<file path="config.mk">
export PLATFORM = sky130hd
export DESIGN_NAME = crc_serial_unit
export DESIGN_NICKNAME = d
export VERILOG_FILES = /design/src/rtl/crc_serial_pkg.sv /design/src/rtl/crc_div_reg.sv /design/src/rtl/crc_frame_ctrl.sv /design/src/rtl/crc_serial_unit.sv
export SDC_FILE = /design/constraint.sdc
export NUM_CORES = 1
export LEC_CHECK = 0
export BUFFER_PORTS_ARGS = -buffer_cell sky130_fd_sc_hd__buf_4
export CORE_AREA = 2 2 49 51
export CTS_CLUSTER_SIZE = 10
export DETAILED_ROUTE_END_ITERATION = 12
export DIE_AREA = 0 0 51 53
export GPL_TIMING_DRIVEN = 0
export HOLD_SLACK_MARGIN = 0.15
export MAX_ROUTING_LAYER = met4
export PLACE_DENSITY_LB_ADDON = 0.2
export SYNTH_ARGS = -nofsm -noshare
export SYNTH_HDL_FRONTEND = slang
export SYNTH_SLANG_ARGS = --single-unit
</file>
<file path="constraint.sdc">
create_clock -name clk -period 1.45 [get_ports clk]
set_input_delay 0.145 -clock clk [delete_from_list [all_inputs] [get_ports clk]]
set_output_delay 0.145 -clock clk [all_outputs]
set_load 0.005 [all_outputs]
</file>
<file path="src/rtl/crc_serial_pkg.sv">
package crc_serial_pkg;

  typedef enum logic {
    MODE_GEN = 1'b0,
    MODE_CHK = 1'b1
  } crc_mode_e;

  typedef enum logic {
    ST_TAKE  = 1'b0,
    ST_FLUSH = 1'b1
  } crc_state_e;

endpackage

</file>
<file path="src/rtl/crc_div_reg.sv">
module crc_div_reg #(
  parameter int           K    = 16,
  parameter logic [K-1:0] POLY = 16'h1021
) (
  input  logic         clk,
  input  logic         rst_n,
  input  logic         shift_en,
  input  logic         clr,
  input  logic         bit_in,
  output logic [K-1:0] rem_o,
  output logic         rem_zero_o
);

  // One long-division step: shift in the new bit and subtract (XOR) the
  // generator when the bit leaving the top is set.
  function automatic logic [K-1:0] div_step(input logic [K-1:0] r, input logic b);
    logic [K-1:0] shifted;
    shifted  = {r[K-2:0], b};
    div_step = r[K-1] ? (shifted ^ POLY) : shifted;
  endfunction

  logic [K-1:0] rem_q;
  logic [K-1:0] base;
  logic [K-1:0] rem_next;

  assign base     = clr ? '0 : rem_q;
  assign rem_next = div_step(base, bit_in);

  always_ff @(posedge clk or negedge rst_n) begin
    if (!rst_n)        rem_q <= '0;
    else if (shift_en) rem_q <= rem_next;
  end

  assign rem_o      = rem_q;
  assign rem_zero_o = (rem_q == '0);

  assert_hold_when_idle_R6: assert property (@(posedge clk) disable iff (!rst_n)
    !shift_en |=> $stable(rem_q));

  assert_clear_on_start_R7: assert property (@(posedge clk) disable iff (!rst_n)
    (shift_en && clr) |=> (rem_q[K-1:1] == '0));

endmodule

</file>
<file path="src/rtl/crc_frame_ctrl.sv">
module crc_frame_ctrl
  import crc_serial_pkg::*;
#(
  parameter int K = 16
) (
  input  logic clk,
  input  logic rst_n,
  input  logic mode_i,
  input  logic bit_i,
  input  logic valid_i,
  input  logic start_i,
  input  logic last_i,
  output logic ready_o,
  output logic shift_en_o,
  output logic clr_o,
  output logic shift_bit_o,
  output logic done_o,
  output logic chk_mode_o
);

  localparam int CW = $clog2(K + 1);
  localparam logic [CW-1:0] FLUSH_END = CW'(K - 1);

  crc_state_e state_q;
  crc_mode_e  mode_q;
  crc_mode_e  beat_mode;
  logic [CW-1:0] cnt_q;
  logic done_q;

  // Named internal events
  logic take;
  logic last_take;
  logic flushing;
  logic flush_end;

  assign ready_o    = (state_q == ST_TAKE);
  assign take       = valid_i && ready_o;
  assign last_take  = take && last_i;
  assign flushing   = (state_q == ST_FLUSH);
  assign flush_end  = flushing && (cnt_q == FLUSH_END);
  assign beat_mode  = start_i ? crc_mode_e'(mode_i) : mode_q;

  assign shift_en_o  = take || flushing;
  assign clr_o       = take && start_i;
  assign shift_bit_o = flushing ? 1'b0 : bit_i;
  assign done_o      = done_q;
  assign chk_mode_o  = (mode_q == MODE_CHK);

  always_ff @(posedge clk or negedge rst_n) begin
    if (!rst_n) begin
      state_q <= ST_TAKE;
      mode_q  <= MODE_GEN;
      cnt_q   <= '0;
      done_q  <= 1'b0;
    end else begin
      done_q <= 1'b0;
      if (take && start_i) mode_q <= crc_mode_e'(mode_i);
      if (flushing) begin
        if (flush_end) begin
          state_q <= ST_TAKE;
          cnt_q   <= '0;
          done_q  <= 1'b1;
        end else begin
          cnt_q <= cnt_q + 1'b1;
        end
      end else if (last_take) begin
        if (beat_mode == MODE_GEN) begin
          state_q <= ST_FLUSH;
          cnt_q   <= '0;
        end else begin
          done_q <= 1'b1;
        end
      end
    end
  end

  assert_done_single_R4: assert property (@(posedge clk) disable iff (!rst_n)
    done_o |=> !done_o);

  assert_flush_gen_only_R3: assert property (@(posedge clk) disable iff (!rst_n)
    !ready_o |-> (mode_q == MODE_GEN));

  assert_flush_exit_R3: assert property (@(posedge clk) disable iff (!rst_n)
    flush_end |=> (ready_o && done_o));

  assert_no_done_in_flush_R4: assert property (@(posedge clk) disable iff (!rst_n)
    !ready_o |-> !done_o);

endmodule

</file>
<file path="src/rtl/crc_serial_unit.sv">
module crc_serial_unit #(
  parameter int           K    = 16,
  parameter logic [K-1:0] POLY = 16'h1021
) (
  input  logic         clk,
  input  logic         rst_n,
  input  logic         mode_i,
  input  logic         bit_i,
  input  logic         valid_i,
  input  logic         start_i,
  input  logic         last_i,
  output logic         ready_o,
  output logic [K-1:0] rem_o,
  output logic         done_o,
  output logic         pass_o
);

  logic shift_en;
  logic clr;
  logic shift_bit;
  logic chk_mode;
  logic rem_zero;

  crc_frame_ctrl #(.K(K)) u_ctrl (
    .clk         (clk),
    .rst_n       (rst_n),
    .mode_i      (mode_i),
    .bit_i       (bit_i),
    .valid_i     (valid_i),
    .start_i     (start_i),
    .last_i      (last_i),
    .ready_o     (ready_o),
    .shift_en_o  (shift_en),
    .clr_o       (clr),
    .shift_bit_o (shift_bit),
    .done_o      (done_o),
    .chk_mode_o  (chk_mode)
  );

  crc_div_reg #(.K(K), .POLY(POLY)) u_div (
    .clk        (clk),
    .rst_n      (rst_n),
    .shift_en   (shift_en),
    .clr        (clr),
    .bit_in     (shift_bit),
    .rem_o      (rem_o),
    .rem_zero_o (rem_zero)
  );

  assign pass_o = done_o && chk_mode && rem_zero;

  assert_pass_with_done_R5: assert property (@(posedge clk) disable iff (!rst_n)
    pass_o |-> (done_o && rem_o == '0));

  assert_rem_holds_after_done_R4: assert property (@(posedge clk) disable iff (!rst_n)
    (done_o && !(valid_i && ready_o)) |=> $stable(rem_o));

endmodule

</file>
==> flow_summary.json, run 1 <==
{
  "ys_types": 30,
  "gr-total-overflow": 0,
  "yosys.area_share.simple_pct": 12.4,
  "max_cap_violations": 0,
  "cts_inserted_buffers": 3,
  "synthTopCellsByArea": "dfrtp_1 (58%), a22o_1 (13%), xor2_1 (2.5%)",
  "endpoint_kind": "output pin",
  "core-area_sq_um": 2150,
  "synth_flop_cell": "dfrtp_1",
  "fillerInstances": 163,
  "synth_fp_nets": 94,
  "muxShareOfSynthArea_pct": 2.05,
  "rows": 17,
  "fp.dieArea_sq_um": 2700,
  "met2WireLength_um": 1070,
  "timing.final.ws_setup_ps": -139,
  "synth.most_common_cell": "dfrtp_1",
  "slew_viol_final": 0,
  "start_util_pct": 48.3,
  "synth_edf_count": 0,
  "route.met3.wl_um": 92,
  "finClkSkew_ps": 15.8,
  "yosysWarningCount": 0,
  "cp_slowest_cell": "or4bb_1",
  "max_stage_delay_ps": 510,
  "netlist_instances": 86,
  "dr.pass1.iters": 4,
  "place.gp.congestion": 0.785,
  "cts_tree": "yes",
  "worstPathMaxFanout": 2,
  "wl_met1_um": 957,
  "synth_top_family_by_area": "compound AO/OA/AOI/OAI gates",
  "drc_errors": 0,
  "fin_util_pct": 65.9,
  "antenna_found_initial": 0,
  "cts-root-buf": "clkbuf_4",
  "tightest_slew_ps": 279,
  "syn2layout_area_growth_pct": 36.3,
  "max_freq_mhz": 629,
  "p_total_mw": 2.88,
  "finalHoldViolCount": 0,
  "status": "finished, violations left",
  "multi_input_area_sq_um": 424,
  "port_buffers": 24,
  "syn_area_sq_um": 1040,
  "drtAntennaViolNets": 0,
  "p_leak_nw": 0.710,
  "maxSlewHeadroom_pct": 80.9,
  "timing.hold.ws_ps": 163,
  "regArea_sq_um": 602,
  "crit_buf_inv": 1,
  "drive_gt1_share_pct": 37.9,
  "layout_min_cycle_time_ps": 1590,
  "cp.arrival_ps": 1440,
  "vdd_drop_max_mv": 1.12,
  "synth_xor_area_share_pct": 4.22,
  "power_density_nw_per_um2": 2040,
  "nets": 133,
  "drt_iter0_drc": 13,
  "maxUsedRoutingLayer": "met4",
  "synth_commonest_cells": "dfrtp_1 (24), a22o_1 (15), nand3_1 (5)",
  "startpoint_type": "register",
  "antenna_cells": 0,
  "rsz0062_at_grt": "true",
  "setup_viol": 1,
  "routed_via_density": 5.46,
  "avgSynthCellArea_sq_um": 12.1,
  "cp_top_family": "simple AND/OR/NAND/NOR gates",
  "num_vias": 830,
  "hp-class": "input pin to register",
  "wl_per_cell_um": 14.1,
  "pin_count": 26,
  "wirelength_um": 2140,
  "async_reset_ff_share_pct": 100,
  "grt_pass1_vias": 823,
  "failed_checks": "setup timing",
  "synth_fa_ha_area_share_pct": 1.20,
  "grt_max_degree": 25,
  "clock_path_buffers": 2,
  "grt_usage_pct": 18.5,
  "crit_required_ps": 1310,
  "period_share_pct": 110,
  "synth_compound_area_share_pct": 19.2,
  "cts_htree_levels": 1,
  "post-synth-top-area-fraction_pct": 57.8,
  "clock_latency_ps": 310,
  "grt_first_pass_wirelength_um": 3560,
  "clkTransAtPathRegs_ps": 140,
  "yosysTopAreaCell": "dfrtp_1",
  "ys_ff_latch": 24,
  "cts_sinks": 24,
  "hpwl_um": 1500,
  "crit_chain": "or4bb_1, nor2_1, buf_4",
  "seq_area_frac_synth_pct": 57.8,
  "die-width_um": 51,
  "path_class": "register to output pin",
  "fp.dieH_um": 53
}
-- through the flow --
step	std cells	TNS (ps)	setup slack (ps)	instance area, sq um
after floorplan	86	0	203	1040
after global routing	152	-242	-242	1420
after CTS	148	-125	-125	1380
after global placement	138	0	106	1250
after detailed placement	138	0	62.6	1250
final	152	-139	-139	1420
-- path summary, 6_finish.rpt --
path                                   start                end  slack (ps)  depth (start not counted)
min in group asynchronous              rst_n     u_div.rem_o[6]         240                          2
max in group asynchronous              rst_n  u_ctrl.chk_mode_o         960                          2
max reg2reg                  u_ctrl.cnt_q[0]    u_ctrl.cnt_q[1]         100                          4
max                          u_div.rem_o[14]             pass_o        -140                          3
min                                  valid_i     u_div.rem_o[0]         160                          3
min reg2reg                u_ctrl.chk_mode_o  u_ctrl.chk_mode_o         540                          1
-- cell type report --
cell class | instances | share of cell area (%)
Buffer | 3 | 1.24
Clock buffer | 3 | 1.59
Clock inverter | 1 | 2.12
Inverter | 3 | 0.796
Multi-Input combinational cell | 55 | 30.0
Sequential cell | 24 | 42.5
Tap cell | 28 | 2.48
Timing Repair Buffer | 35 | 19.3
-- metal layers --
layer / up-vias / track usage [%]
met1: 404 / 21.6
met4: 0 / 8.11
met2: 18 / 31.8
li1: 406 / -
met3: 2 / 2.82
met5: - / -
-- state kept, by name, summed over array words and instances, names as in the netlist --
signal	count
u_ctrl.chk_mode_o	1
u_ctrl.cnt_q	5
u_ctrl.done_o	1
u_ctrl.flushing	1
u_div.rem_o	16
-- cell usage in the layout, fill, tap and decap left out --
master	n
a21oi_1	1
a22o_1	15
a2bb2o_1	1
a31o_1	1
a31oi_1	1
and3_1	2
buf_2	2
buf_4	32
bufinv_16	1
clkbuf_4	3
dfrtp_1	23
dfrtp_2	1
dlygate4sd3_1	4
ha_2	1
inv_1	2
inv_2	1
mux2_2	1
mux2i_1	1
nand2_1	4
nand3_1	5
nand4_1	3
nor2_1	3
nor2_2	1
nor4_1	1
nor4_2	2
nor4bb_1	1
o21ai_2	2
o22ai_1	1
o2bb2ai_1	1
o32ai_1	1
or4bb_1	1
xnor2_1	2
xor2_1	3
-- kinds of logic (layout without fill, tap and decap cells) --
| family | Yosys count | after routing |
|---|---|---|
| compound gates | 24 | 24 |
| flops | 24 | 24 |
| simple gates | 23 | 23 |
| buf+inv | 7 | 45 |
| xor+xnor | 5 | 5 |
| mux | 2 | 2 |
| fa+ha+maj | 1 | 1 |
-- where the power goes --
group	switching [mW]	leakage [nW]	total, mW	internal [mW]
Combinational	0.466	0.369	1.18	0.711
Sequential	0.303	0.313	1.23	0.925
Clock	0.196	0.0279	0.476	0.279
Total	0.965	0.710	2.88	1.92
-- tightest hold or removal path, stage by stage --
cell and delay (ps):
buf_2 150, nand3_1 100, nand3_1 60
-- repair_timing --
action                                  CTS  global route
pin swaps                                 0             2
cloned                                    0             0
setup buffers                             3             4
endpoints found under the setup margin    1             2
endpoints found under the hold margin    27             0
resized for setup                         2             3
hold buffers                              4             0
Power figures use the tool's default switching activity.
==> run 2, diff against run 1 <==
--- a/config.mk
+++ b/config.mk
@@ -14,6 +14,7 @@
 export HOLD_SLACK_MARGIN = 0.15
 export MAX_ROUTING_LAYER = met4
 export PLACE_DENSITY_LB_ADDON = 0.2
+export REMOVE_ABC_BUFFERS = 1
 export SYNTH_ARGS = -nofsm -noshare
 export SYNTH_HDL_FRONTEND = slang
 export SYNTH_SLANG_ARGS = --single-unit
==> constraint.sdc (replaced) <==
create_clock -name clk -period 1.45 [get_ports clk]
set_input_delay 0.2175 -clock clk [delete_from_list [all_inputs] [get_ports clk]]
set_output_delay 0.2175 -clock clk [all_outputs]
set_load 0.005 [all_outputs]
==> run 2 against run 1 <==
The run still ends with setup timing left. Clock skew down 10 ps. Highest routed layer unchanged. Combinational power barely moved. Sequential share of layout area up 1.7 points. Final cell count decreased by 3.3%. Register-to-register slack worse by 60 ps. Maximum frequency fell by 4.1%.
==> flow_summary.json, run 2 (synthesized netlist as in run 1, its figures left out) <==
{
  "pin_count": 26,
  "finClkSkew_ps": 5.59,
  "grt_first_pass_wirelength_um": 3550,
  "power_frac_comb_pct": 43.6,
  "hp-start": "last_i",
  "finalHoldViolCount": 0,
  "timing.final.ws_setup_ps": -206,
  "cp.arrival_ps": 1440,
  "start_util_pct": 48.3,
  "path_class": "register to output pin",
  "cp_slowest_cell": "or4bb_1",
  "reg2regPathDepth": 4,
  "grtUsageMet1_pct": 23.7,
  "crit_chain": "or4bb_1, nor2_2, buf_4",
  "clkTransAtPathRegs_ps": 130,
  "r2r_start": "u_ctrl.cnt_q[0]",
  "fp.dieH_um": 53,
  "syn2layout_area_growth_pct": 30.8,
  "dr.pass1.iters": 4,
  "startpoint_type": "register",
  "largest_register_ffs": 16,
  "core-area_sq_um": 2150,
  "fillerInstances": 194,
  "failed_checks": "setup timing",
  "cts_inserted_buffers": 3,
  "drt_iter0_drc": 11,
  "setup_tns_ps": -206,
  "clock_latency_ps": 300,
  "maxSlewHeadroom_pct": 60.7,
  "drc_errors": 0,
  "place.gp.congestion": 0.800,
  "period_share_pct": 114,
  "num_vias": 829,
  "cts-root-buf": "clkbuf_4",
  "wl_per_cell_um": 14.9,
  "layout_commonest_cell": "buf_4",
  "vdd_drop_max_mv": 1.18,
  "antenna_found_initial": 0,
  "slew_viol_final": 0,
  "p_sw_share_pct": 36.2,
  "cp.depth": 3,
  "global_route.usage.met3_pct": 3.11,
  "grt_usage_pct": 18.4,
  "cp_top_family": "simple AND/OR/NAND/NOR gates",
  "cts_sinks": 24,
  "grt_pass1_vias": 784,
  "endpoint_kind": "output pin",
  "design_area_sq_um": 1360,
  "hp-class": "input pin to register",
  "drive_gt1_share_pct": 36.1,
  "use_met2_pct": 28.6,
  "max_freq_mhz": 604,
  "cp-startpoint": "u_div.rem_o[11]",
  "drtAntennaViolNets": 0,
  "power.switching_uw": 978,
  "clock_path_buffers": 2,
  "gr-total-overflow": 0,
  "p_seq_share_pct": 46.0,
  "worstPathMaxFanout": 2,
  "status": "finished, violations left",
  "fp.dieArea_sq_um": 2700,
  "crit_buf_inv": 1,
  "die-width_um": 51,
  "p_leak_nw": 0.683,
  "rows": 17,
  "wirelength_um": 2200,
  "p_clk_share_pct": 10.4,
  "top_usage_layer": "met2",
  "hold_depth": 3,
  "port_buffers": 25,
  "grt_max_degree": 25,
  "tightest_slew_ps": 590,
  "antenna_cells": 0,
  "nets": 129,
  "power_density_nw_per_um2": 1990,
  "hpwl_um": 1480,
  "crit_required_ps": 1230,
  "routed_via_density": 5.64,
  "p_int_mw": 1.72,
  "rsz0062_at_grt": "true",
  "max_cap_violations": 0,
  "setup_viol": 1,
  "layout_min_cycle_time_ps": 1660,
  "final_cell_mix": "buf_4 (32), dfrtp_1 (24), a22o_1 (15)",
  "placed_area_sq_um": 1240,
  "cts_htree_levels": 1,
  "cts_tree": "yes",
  "max_stage_delay_ps": 530
}
run 2: worst register-to-register path, cell delays in order, from the launching register on:
cell,delay [ps]
dfrtp_1,420
ha_1,230
nand3_1,110
o21ai_2,230
a2bb2o_1,310
run 2: stage by stage:
stage | worst slack (ps) | hold WS (ps) | total power, mW | cells | util, %
detailed placement | 77.8 | 129 | 2.25 | 135 | 57.7
CTS | -210 | 153 | 2.57 | 141 | 60.2
global route | -284 | 207 | 2.89 | 147 | 63.2
finish | -206 | 198 | 2.70 | 147 | 63.2
floorplan | 203 | -78.1 | 1.76 | 82 | -
global placement | 75.3 | 128 | 2.20 | 135 | 57.7
run 2: worst paths after layout:
path                                   end  slack [ps]
max                                 pass_o        -210
min in group asynchronous   u_div.rem_o[8]         330
min reg2reg                  u_ctrl.done_o         540
max reg2reg                u_ctrl.cnt_q[1]          40
min                          u_ctrl.done_o         200
max in group asynchronous   u_div.rem_o[1]         880
run 2: cell type report:
cell class	instances	area, sq um	area share, %
inverters	3	11.3	0.829
multi-input cells	55	429	31.6
repair buffers	34	260	19.2
flip-flops and latches	24	601	44.2
clock buffers	3	22.5	1.66
well taps	28	35.0	2.58
run 2: power groups by stage:
stage | Sequential (mW) | Clock (mW) | Combinational [mW]
global route | 1.28 | 0.310 | 1.30
finish | 1.24 | 0.281 | 1.18
detailed placement | 1.24 | 0 | 1.01
floorplan | 1.19 | 0 | 0.574
global placement | 1.23 | 0 | 0.969
CTS | 1.22 | 0.280 | 1.07
run 2: per-layer routing:
metal	part of all wire [%]	wire [um]
met2	48	1060
met3	5.4	119
met5	0	0
met1	45	996
met4	0.96	21
run 2: what timing repair did:
action / 4_1_cts / 5_1_grt
endpoints found under the hold margin: 24 / 1
setup endpoints to repair: 1 / 3
setup buffers: 2 / 5
gates resized for setup: 1 / 4
pin swaps: 0 / 2
hold buffers: 1 / 1
